[src/rtl/lbs_pkg.sv]
package lbs_pkg;
  typedef enum logic [1:0] {ST_IDLE, ST_DATA, ST_ERR} seq_state_t;

  typedef struct packed {
    logic        bad;
    logic        single;
    logic [4:0]  beats;
    logic [5:0]  step;
    logic [31:0] mask;
  } xfer_plan_t;
endpackage

[src/rtl/lbs_decode.sv]
module lbs_decode
  import lbs_pkg::*;
#(
  parameter int BE_W = 4
) (
  input  logic [3:0]      size,
  input  logic [BE_W-1:0] be,
  output xfer_plan_t      plan
);
  localparam int MAX_BEATS = 16;

  logic [4:0] line_words;
  logic [5:0] beat_bytes;
  int unsigned cnt;

  always_comb begin
    line_words = 5'd4 << (size[1:0] - 2'd1);
    beat_bytes = 6'd4 << (size[2:0] - 3'd2);
    cnt        = 32'(be);
    plan        = '0;
    plan.beats  = 5'd1;
    plan.step   = 6'd4;
    plan.mask   = '1;
    unique case (size)
      4'b0000: plan.single = 1'b1;
      4'b0001, 4'b0010, 4'b0011: begin
        plan.beats = line_words;
        plan.mask  = (32'(line_words) << 2) - 32'd1;
      end
      4'b1010, 4'b1011, 4'b1100, 4'b1101: begin
        plan.step = beat_bytes;
        if (cnt == 0 || cnt > MAX_BEATS || 32'(beat_bytes) > BE_W)
          plan.bad = 1'b1;
        else
          plan.beats = 5'(cnt);
      end
      default: plan.bad = 1'b1;
    endcase
  end


  always_comb begin
    if (!plan.bad) beats_range_chk: assert (plan.beats >= 5'd1 && plan.beats <= 5'd16);
  end
endmodule

[src/rtl/lbs_addr_gen.sv]
module lbs_addr_gen #(
  parameter int ADDR_W = 32
) (
  input  logic              clk,
  input  logic              rst,
  input  logic              load,
  input  logic              adv,
  input  logic [ADDR_W-1:0] start_addr,
  input  logic [5:0]        step,
  input  logic [ADDR_W-1:0] mask,
  output logic [ADDR_W-1:0] cur_addr
);
  logic [ADDR_W-1:0] cur, mask_q, nxt;
  logic [5:0]        step_q;

  assign nxt      = (cur & ~mask_q) | ((cur + ADDR_W'(step_q)) & mask_q);
  assign cur_addr = cur;

  always_ff @(posedge clk) begin
    if (rst) begin
      cur    <= '0;
      mask_q <= '1;
      step_q <= 6'd4;
    end else if (load) begin
      cur    <= start_addr;
      mask_q <= mask;
      step_q <= step;
    end else if (adv) begin
      cur <= nxt;
    end
  end


  hold_addr_chk: assert property (@(posedge clk) disable iff (rst)
    (!load && !adv) |=> $stable(cur));

  line_wrap_chk: assert property (@(posedge clk) disable iff (rst)
    (!load) |=> ((cur & ~mask_q) == $past(cur & ~mask_q)));
endmodule

[src/rtl/lbs_ctrl.sv]
module lbs_ctrl
  import lbs_pkg::*;
#(
  parameter int BE_W = 4
) (
  input  logic            clk,
  input  logic            rst,
  input  logic            req_valid,
  input  logic            req_rnw,
  input  logic [BE_W-1:0] req_be,
  input  logic            plan_bad,
  input  logic            plan_single,
  input  logic [4:0]      plan_beats,
  input  logic            wd_valid,
  input  logic            rd_ready,
  output logic            req_ready,
  output logic            load,
  output logic            fire,
  output logic            last,
  output logic            in_data,
  output logic            rnw_q,
  output logic            single_q,
  output logic [BE_W-1:0] be_q,
  output logic            err
);
  seq_state_t state;
  logic [4:0] rem;

  assign req_ready = (state == ST_IDLE);
  assign load      = req_valid && req_ready;
  assign in_data   = (state == ST_DATA);
  assign fire      = in_data && (rnw_q ? rd_ready : wd_valid);
  assign last      = (rem == 5'd0);
  assign err       = (state == ST_ERR);

  always_ff @(posedge clk) begin
    if (rst) begin
      state    <= ST_IDLE;
      rem      <= '0;
      rnw_q    <= 1'b0;
      single_q <= 1'b0;
      be_q     <= '0;
    end else begin
      unique case (state)
        ST_IDLE: if (load) begin
          state    <= plan_bad ? ST_ERR : ST_DATA;
          rem      <= plan_beats - 5'd1;
          rnw_q    <= req_rnw;
          single_q <= plan_single;
          be_q     <= req_be;
        end
        ST_DATA: if (fire) begin
          if (last) state <= ST_IDLE;
          else      rem   <= rem - 5'd1;
        end
        default: state <= ST_IDLE;
      endcase
    end
  end


  done_to_idle_chk: assert property (@(posedge clk) disable iff (rst)
    (fire && last) |=> req_ready);

  err_to_idle_chk: assert property (@(posedge clk) disable iff (rst)
    err |=> (req_ready && !err));

  accept_leaves_idle_chk: assert property (@(posedge clk) disable iff (rst)
    load |=> !req_ready);
endmodule

[src/rtl/lbus_burst_seq.sv]
module lbus_burst_seq
  import lbs_pkg::*;
#(
  parameter int DATA_W = 32
) (
  input  logic              clk,
  input  logic              rst,
  input  logic              req_valid,
  output logic              req_ready,
  input  logic [31:0]       req_addr,
  input  logic              req_rnw,
  input  logic [3:0]        req_size,
  input  logic [DATA_W/8-1:0] req_be,
  input  logic              wd_valid,
  output logic              wd_ready,
  input  logic [DATA_W-1:0] wd_data,
  output logic              rd_valid,
  input  logic              rd_ready,
  output logic [DATA_W-1:0] rd_data,
  output logic              beat_ack,
  output logic              xfer_done,
  output logic              xfer_err,
  output logic [31:0]       usr_addr,
  output logic [DATA_W/8-1:0] usr_be,
  output logic              usr_wr,
  output logic              usr_rd,
  output logic [DATA_W-1:0] usr_wdata,
  input  logic [DATA_W-1:0] usr_rdata
);
  localparam int BE_W   = DATA_W / 8;
  localparam int ADDR_W = 32;

  xfer_plan_t      plan;
  logic            load, fire, last, in_data, rnw_q, single_q;
  logic [BE_W-1:0] be_q;

  lbs_decode #(.BE_W(BE_W)) u_dec (
    .size(req_size), .be(req_be), .plan(plan)
  );

  lbs_ctrl #(.BE_W(BE_W)) u_ctrl (
    .clk(clk), .rst(rst), .req_valid(req_valid), .req_rnw(req_rnw),
    .req_be(req_be), .plan_bad(plan.bad), .plan_single(plan.single),
    .plan_beats(plan.beats), .wd_valid(wd_valid), .rd_ready(rd_ready),
    .req_ready(req_ready), .load(load), .fire(fire), .last(last),
    .in_data(in_data), .rnw_q(rnw_q), .single_q(single_q), .be_q(be_q),
    .err(xfer_err)
  );

  lbs_addr_gen #(.ADDR_W(ADDR_W)) u_agen (
    .clk(clk), .rst(rst), .load(load), .adv(fire),
    .start_addr(req_addr & ~32'd3), .step(plan.step), .mask(plan.mask),
    .cur_addr(usr_addr)
  );

  assign wd_ready  = in_data && !rnw_q;
  assign rd_valid  = in_data && rnw_q;
  assign usr_wr    = wd_ready && wd_valid;
  assign usr_rd    = rd_valid && rd_ready;
  assign usr_wdata = wd_data;
  assign rd_data   = usr_rdata;
  assign usr_be    = single_q ? be_q : '1;
  assign beat_ack  = fire;
  assign xfer_done = fire && last;


  err_no_access_chk: assert property (@(posedge clk) disable iff (rst)
    xfer_err |-> !(usr_wr || usr_rd || beat_ack));

  stall_no_strobe_chk: assert property (@(posedge clk) disable iff (rst)
    !beat_ack |-> !(usr_wr || usr_rd));

  done_with_ack_chk: assert property (@(posedge clk) disable iff (rst)
    xfer_done |-> beat_ack);
endmodule

[config.mk]
export PLATFORM = sky130hd
export DESIGN_NAME = lbus_burst_seq
export DESIGN_NICKNAME = d
export VERILOG_FILES = /design/src/rtl/lbs_pkg.sv /design/src/rtl/lbs_decode.sv /design/src/rtl/lbs_addr_gen.sv /design/src/rtl/lbs_ctrl.sv /design/src/rtl/lbus_burst_seq.sv
export SDC_FILE = /design/constraint.sdc
export NUM_CORES = 1
export LEC_CHECK = 0
export BUFFER_PORTS_ARGS = -buffer_cell sky130_fd_sc_hd__clkbuf_2
export CORE_MARGIN = 2
export CORE_UTILIZATION = 47
export CTS_CLUSTER_SIZE = 12
export DETAILED_ROUTE_END_ITERATION = 7
export PLACE_DENSITY = 0.94
export SLEW_MARGIN = 20
export SYNTH_ARGS = -nofsm -noshare
export SYNTH_HDL_FRONTEND = slang
export SYNTH_SLANG_ARGS = --single-unit
[constraint.sdc]
create_clock -name clk -period 7.4 [get_ports clk]
set_input_delay 1.11 -clock clk [delete_from_list [all_inputs] [get_ports clk]]
set_output_delay 1.11 -clock clk [all_outputs]
set_load 0.005 [all_outputs]
-- Yosys cells after proc, flatten, opt, wreduce, memory -nomap -nowiden
Index checks and enable logic that the tools add are counted.
- add/subtract/negate cells: 6
- $lt $le $gt $ge: 1
- eq/ne operators: 13
- shifts and indexed selects: 2
- muxes and demuxes: 20
- bitwise operators: 4
- reductions and logical operators: 22
- operators by type and width (kind ; count):
    $mux W32 ; 3
    $and A32 B32 Y32 ; 2
    $add A32 B6 Y32 ; 1
    $not A32 Y32 ; 1
    $or A32 B32 Y32 ; 1
    $pmux W5 S2 ; 2
    $eq A4 B4 Y1 const B ; 4
    $mux W5 ; 3
    $sub A5 B1 Y5 const B ; 2
    $eq A4 B2 Y1 const B ; 2
    $logic_not A4 Y1 ; 2
    $mux W2 ; 4
    $mux W4 ; 2
    $ne A2 B2 Y1 const B ; 4
    $reduce_or A4 Y1 ; 2
    $sub A7 B1 Y8 const B ; 1
    $logic_and A1 B1 Y1 ; 7
    $gt A6 B3 Y1 const B ; 1
    $mux W6 ; 1
    $shl A3 B3 Y6 const A ; 1
    $logic_not A5 Y1 ; 1
    $shl A3 B2 Y5 const A ; 1
    $eq A4 B1 Y1 const B ; 1
    $pmux W2 S2 ; 1
    15 further kinds ; 18
- flip-flop bits (word level): 83
- input port bits: 110
- output and inout bits: 108
- word-level logic and storage cells: 77

-- Depth between registers and ports, before layout
- depth in word-level cells: 9
- gate-level depth with buffers: 11
- mapped depth without buffers: 11

-- Cells and area by module
A second synthesis with hierarchy kept.
- cells, all modules: 676
- area total of the unflattened synthesis: 5566.6 µm²
- by module, submodules not included (module ; instances ; cells each ; area an instance (µm²) ; seq. area each (µm²)):
    lbs_addr_gen ; 1 ; 439 ; 3774.9 ; 1401.3
    lbs_ctrl ; 1 ; 93 ; 734.5 ; 260.2
    lbus_burst_seq ; 1 ; 74 ; 543.0 ; 0.0
    lbs_decode ; 1 ; 70 ; 514.2 ; 0.0

-- Worst setup path after synthesis
Ideal clock, no wire load.
- kind: input port to flip-flop
- start: input req_size[1]
- end: register u_ctrl.rem[4]
- setup time: 0.117 ns
- arrival: 2.991 ns
- data required time: 7.283 ns
- path slack: 4.292 ns
- cell stages on the path: 11
- buffers on the path: 0
- cells stage by stage: inv_1 -> ha_1 -> or3b_1 -> o2111ai_2 -> o311a_4 -> a21oi_1 -> ha_1 -> inv_1 -> a211oi_1 -> xor2_1 -> a22o_1
- longest elaborated chain between the ends: 9
- elaborated cells between the ends (all ways): 20
- those cells by class: add/sub: 3; order compare: 1; eq/ne: 7; shift: 2; mux: 4; reduce/logical: 3
- RTL lines (what ; RTL line ; text):
    start: declaration ; lbus_burst_seq.sv:12 ; input logic [3:0] req_size,
    $sub A3 B2 Y3 ; lbs_decode.sv:18 ; beat_bytes = 6'd4 << (size[2:0] - 3'd2);
    $shl A3 B3 Y6 ; lbs_decode.sv:18 ;
    $gt A6 B3 Y1 ; lbs_decode.sv:32 ; if (cnt == 0 || cnt > MAX_BEATS || 32'(beat_bytes) > BE_W)
    $logic_or A1 B1 Y1 ; lbs_decode.sv:32 ;
    $mux W4 ; lbs_decode.sv:32 ;
    $pmux W5 S2 * ; lbs_decode.sv:24 ; unique case (size)
    $sub A5 B1 Y5 * ; lbs_ctrl.sv:47 ; rem <= plan_beats - 5'd1;
    $mux W5 * ; lbs_ctrl.sv:45 ; ST_IDLE: if (load) begin
    $pmux W5 S2 * ; lbs_ctrl.sv:44 ; unique case (state)
    end signal: assignment ; lbs_ctrl.sv:47 ;
    end signal: assignment ; lbs_ctrl.sv:54 ; else rem <= rem - 5'd1;
    end: declaration ; lbs_ctrl.sv:27 ; logic [4:0] rem;
Every way passes the cells marked *; elsewhere a longest branch is shown, timed or not. The select of a mux whose other input is x is not followed.
A chain may end at the register's enable or synchronous reset.

-- Worst setup path after layout
- start: input rd_ready
- end: output beat_ack
- longest elaborated chain between the ends: 2
- RTL lines (what ; RTL line ; text):
    start: declaration ; lbus_burst_seq.sv:18 ; input logic rd_ready,
    $mux W1 ; lbs_ctrl.sv:32 ; assign fire = in_data && (rnw_q ? rd_ready : wd_valid);
    $logic_and A1 B1 Y1 ; lbs_ctrl.sv:32 ;
    end: declaration ; lbus_burst_seq.sv:20 ; output logic beat_ack,
Every way passes these cells.

==> results.py <==
metrics = {
    "logic_synthesis": {
        "synthMuxAreaShare": 0.0124,
        "synth_top_family_by_area": "simple AND/OR/NAND/NOR gates",
        "yosysWarnings": 0,
        "synth-edff-count": 0,
        "ys_types": 55,
        "syn_avg_cell_area_sq_um": 7.76,
        "async_flop_share": 0,
        "yosys_most_used_dff": "dfxtp_1",
        "synth.cell_area_sq_um": 3440,
        "synth.yosys.seq_area_share": 0.291,
        "synthAdderAreaFrac": 0.0458,
        "ys_ff_latch": 50,
        "synth_simple_gate_area_frac": 0.243,
        "synth_compound_area_frac": 0.190,
        "syn_inst": 444,
        "synth_xor_area_frac": 0.0381,
    },
    "cts": {
        "clock_sinks": 50,
        "cts_tree": "built",
        "clk_latency_ns": 0.30,
        "cts_setup_buffers": 0,
        "ctsResizeCount": 0,
        "path_clk_slew_ns": 0.09,
        "cts-root-buf": "clkbuf_8",
        "cts_buffer_depth": 2,
        "cts.htree.levels": 2,
        "ctsHoldBuffers": 0,
        "cts_buffers": 5,
    },
    "sta": {
        "tightest_slew_ns": 1.08,
        "fin_skew_ns": 0.0119,
        "finalSetupTns_ns": 0,
        "hold_viol_final": 0,
        "rsz0062_at_grt": "no",
        "fmax_mhz": 309,
        "drv_slew": 0,
        "period_share": 0.438,
        "slew_headroom": 0.282,
        "final-setup-viol-count": 0,
        "whs_ns": 0.452,
        "fin_ws_ns": 4.16,
        "period_needed_ns": 3.24,
    },
    "critical_path": {
        "slowest_delay_ns": 0.27,
        "worst-r2r-cell-count": 9,
        "crit_type": "in2out",
        "critPathRequiredTime_ns": 6.29,
        "rrSetupSlack_ns": 4.87,
        "worstSetupEndpointType": "output pin",
        "path_max_fanout": 23,
        "crit_top_cell": "clkbuf_2",
        "r2r_end": "u_agen.cur_addr[26]$_SDFFE_PP0P_",
        "crit_chain": "clkbuf_2 -> mux2i_1 -> nand2b_1 -> buf_4 -> inv_2 -> clkbuf_2",
        "arrival_ns": 2.13,
        "crit_slowest_cell": "buf_4",
        "critPathBufInv": 4,
        "critPathTopFamily": "buffers and inverters",
        "cp-start-kind": "input port",
        "timing.rr.start": "u_agen.cur_addr[2]$_SDFFE_PP0P_",
    },
    "global_route": {
        "grt_pass1_vias": 2991,
        "groute.usage.overall": 0.206,
        "overflow": 0,
        "grt_pass1_wl_mm": 13.3,
        "antenna_found_initial": 0,
        "grt_max_degree": 53,
    },
    "floorplanning": {
        "die-height_microns": 89.6,
        "rows": 31,
        "dieArea_sq_um": 8030,
        "die_x_microns": 89.6,
        "core_area_sq_um": 7180,
        "initial_core_util": 0.480,
        "pin_count": 218,
    },
    "placed_design": {
        "gp_congestion": 0.903,
        "dp_hpwl_mm": 6.09,
        "portBuffers": 85,
        "place_ws_ns": 3.87,
    },
    "min_path": {
        "min-delay-start": "u_ctrl.be_q[2]$_SDFFE_PP0P_",
        "min_path_cells": 2,
        "hold_path_class": "reg2reg",
        "hold_end": "u_ctrl.be_q[2]$_SDFFE_PP0P_",
    },
    "power_and_ir_drop": {
        "power_switching_uw": 192,
        "p_per_area_nw_per_um2": 181,
        "comb_power_share": 0.210,
        "ir_worst_vdd_mv": 0.0794,
        "p_total_uw": 642,
        "p_leak_uw": 0.00145,
        "internal_power_uw": 450,
        "p_sw_frac": 0.299,
        "clockPowerShare": 0.302,
        "power_frac_seq": 0.488,
    },
    "route": {
        "drc": 0,
        "dr.first_iter.drc_count": 148,
        "drtAntennaViolNets": 0,
        "wl_per_cell_microns": 15.3,
        "totalWireLength_mm": 8.46,
        "num_vias": 3159,
        "vias_per_cell": 5.71,
        "firstDrtPassIters": 4,
    },
    "finish": {
        "n_antenna_cell": 0,
        "num-nets-final": 575,
        "fillers": 704,
        "multi_input_area_sq_um": 1830,
        "regArea_sq_um": 1000,
        "layout-drive-gt1-share": 0.222,
        "layout_common_cells": "clkbuf_2, nand2_1, dfxtp_1",
        "layout_commonest_cell": "clkbuf_2",
        "syn_to_final_growth_pct": 3.12,
    },
    "run": {
        "drv_cap": 0,
    },
    "status": {
        "status": "complete, no violations",
    },
}
[cells in the mapped netlist (4+ instances only)]
cell / instances / share of area
xor2_1: 9 / 0.023
nor2b_1: 5 / 0.0091
nor3_1: 5 / 0.0073
nand4_1: 6 / 0.011
clkbuf_1: 17 / 0.019
nand3_1: 21 / 0.031
nand2b_1: 8 / 0.015
o21ai_1: 10 / 0.015
o211ai_1: 5 / 0.011
dfxtp_1: 50 / 0.29
xnor2_1: 6 / 0.015
nor4_1: 9 / 0.016
o311ai_1: 4 / 0.010
a211oi_1: 13 / 0.028
inv_1: 9 / 0.0098
a21oi_1: 32 / 0.046
and2_1: 4 / 0.0073
and3_1: 5 / 0.0091
ha_1: 11 / 0.040
a31oi_1: 9 / 0.016
nor2_1: 34 / 0.037
nand2_1: 52 / 0.057
or3_1: 6 / 0.011
buf_4: 66 / 0.14
[cell type report]
class                      instances  area share
inverter                          10      0.0106
timing repair buffer              88       0.126
multi-input combinational        298       0.516
tap                               99      0.0349
sequential                        50       0.282
clock buffer                       6      0.0204
clock inverter                     2      0.0106
[cell families after synthesis]
group                      count (synthesis)
xor gates and xnor gates                  15
DFF                                       50
adders and majority gates                 12
other                                      1
muxes                                      4
and+or+nand+nor                          166
buffers and inverters                     97
AOI/OAI and AO/OA                         99
[registers in the layout (all words and copies together) (netlist names)]
name / flops
u_ctrl.rem: 5
u_agen.cur_addr: 30
u_ctrl.rnw_q: 1
u_ctrl.state: 2
u_agen.step_q: 4
u_agen.mask_q: 3
u_ctrl.single_q: 1
u_ctrl.be_q: 4
[power by group through the flow]
stage / Clock [uW] / Combinational, uW / Sequential [uW]
after global placement: 0 / 130 / 317
after detailed placement: 0 / 135 / 319
final: 194 / 135 / 313
after floorplan: 0 / 115 / 315
after global routing: 210 / 152 / 316
after CTS: 200 / 135 / 312
[worst reg2reg max path: stages, from the launching register on]
cell	delay (ns)
dfxtp_1	0.37
ha_1	0.18
inv_1	0.06
fa_1	0.38
nor2b_1	0.18
o21a_1	0.20
o21a_1	0.34
nand3_1	0.21
or3_1	0.38
a31oi_1	0.17
[worst max-delay path by stage]
stage | slack (ns) | endpoint | from | cells past startpoint
after CTS | 4.17 | beat_ack | rd_ready | 6
final | 4.16 | beat_ack | rd_ready | 6
after global routing | 4.02 | u_ctrl.rem[4]$_SDFFE_PP0P_ | req_size[1] | 12
after global placement | 4.03 | u_ctrl.rem[4]$_SDFFE_PP0P_ | req_size[1] | 12
after detailed placement | 3.87 | u_ctrl.rem[4]$_SDFFE_PP0P_ | req_size[0] | 12
after floorplan | 4.29 | u_ctrl.rem[4]$_SDFFE_PP0P_ | req_size[1] | 11
[metrics by stage]
step / instances / instance area [sq um] / utilization
floorplan: 445 / 3450 / -
CTS: 553 / 3550 / 0.495
global placement: 545 / 3440 / 0.480
finish: 553 / 3550 / 0.495
global route: 553 / 3550 / 0.495
detailed placement: 545 / 3440 / 0.480
[metal layers]
| metal | part of all wire | GRT usage | vias to the layer above |
|---|---|---|---|
| li1 | - | - | 1517 |
| met1 | 0.41 | 0.230 | 1505 |
| met2 | 0.52 | 0.377 | 109 |
| met3 | 0.061 | 0.0448 | 28 |
| met4 | 0.017 | 0.0841 | 0 |
| met5 | 0 | 0 | - |
Note: power is estimated with default switching activity, not from simulation.
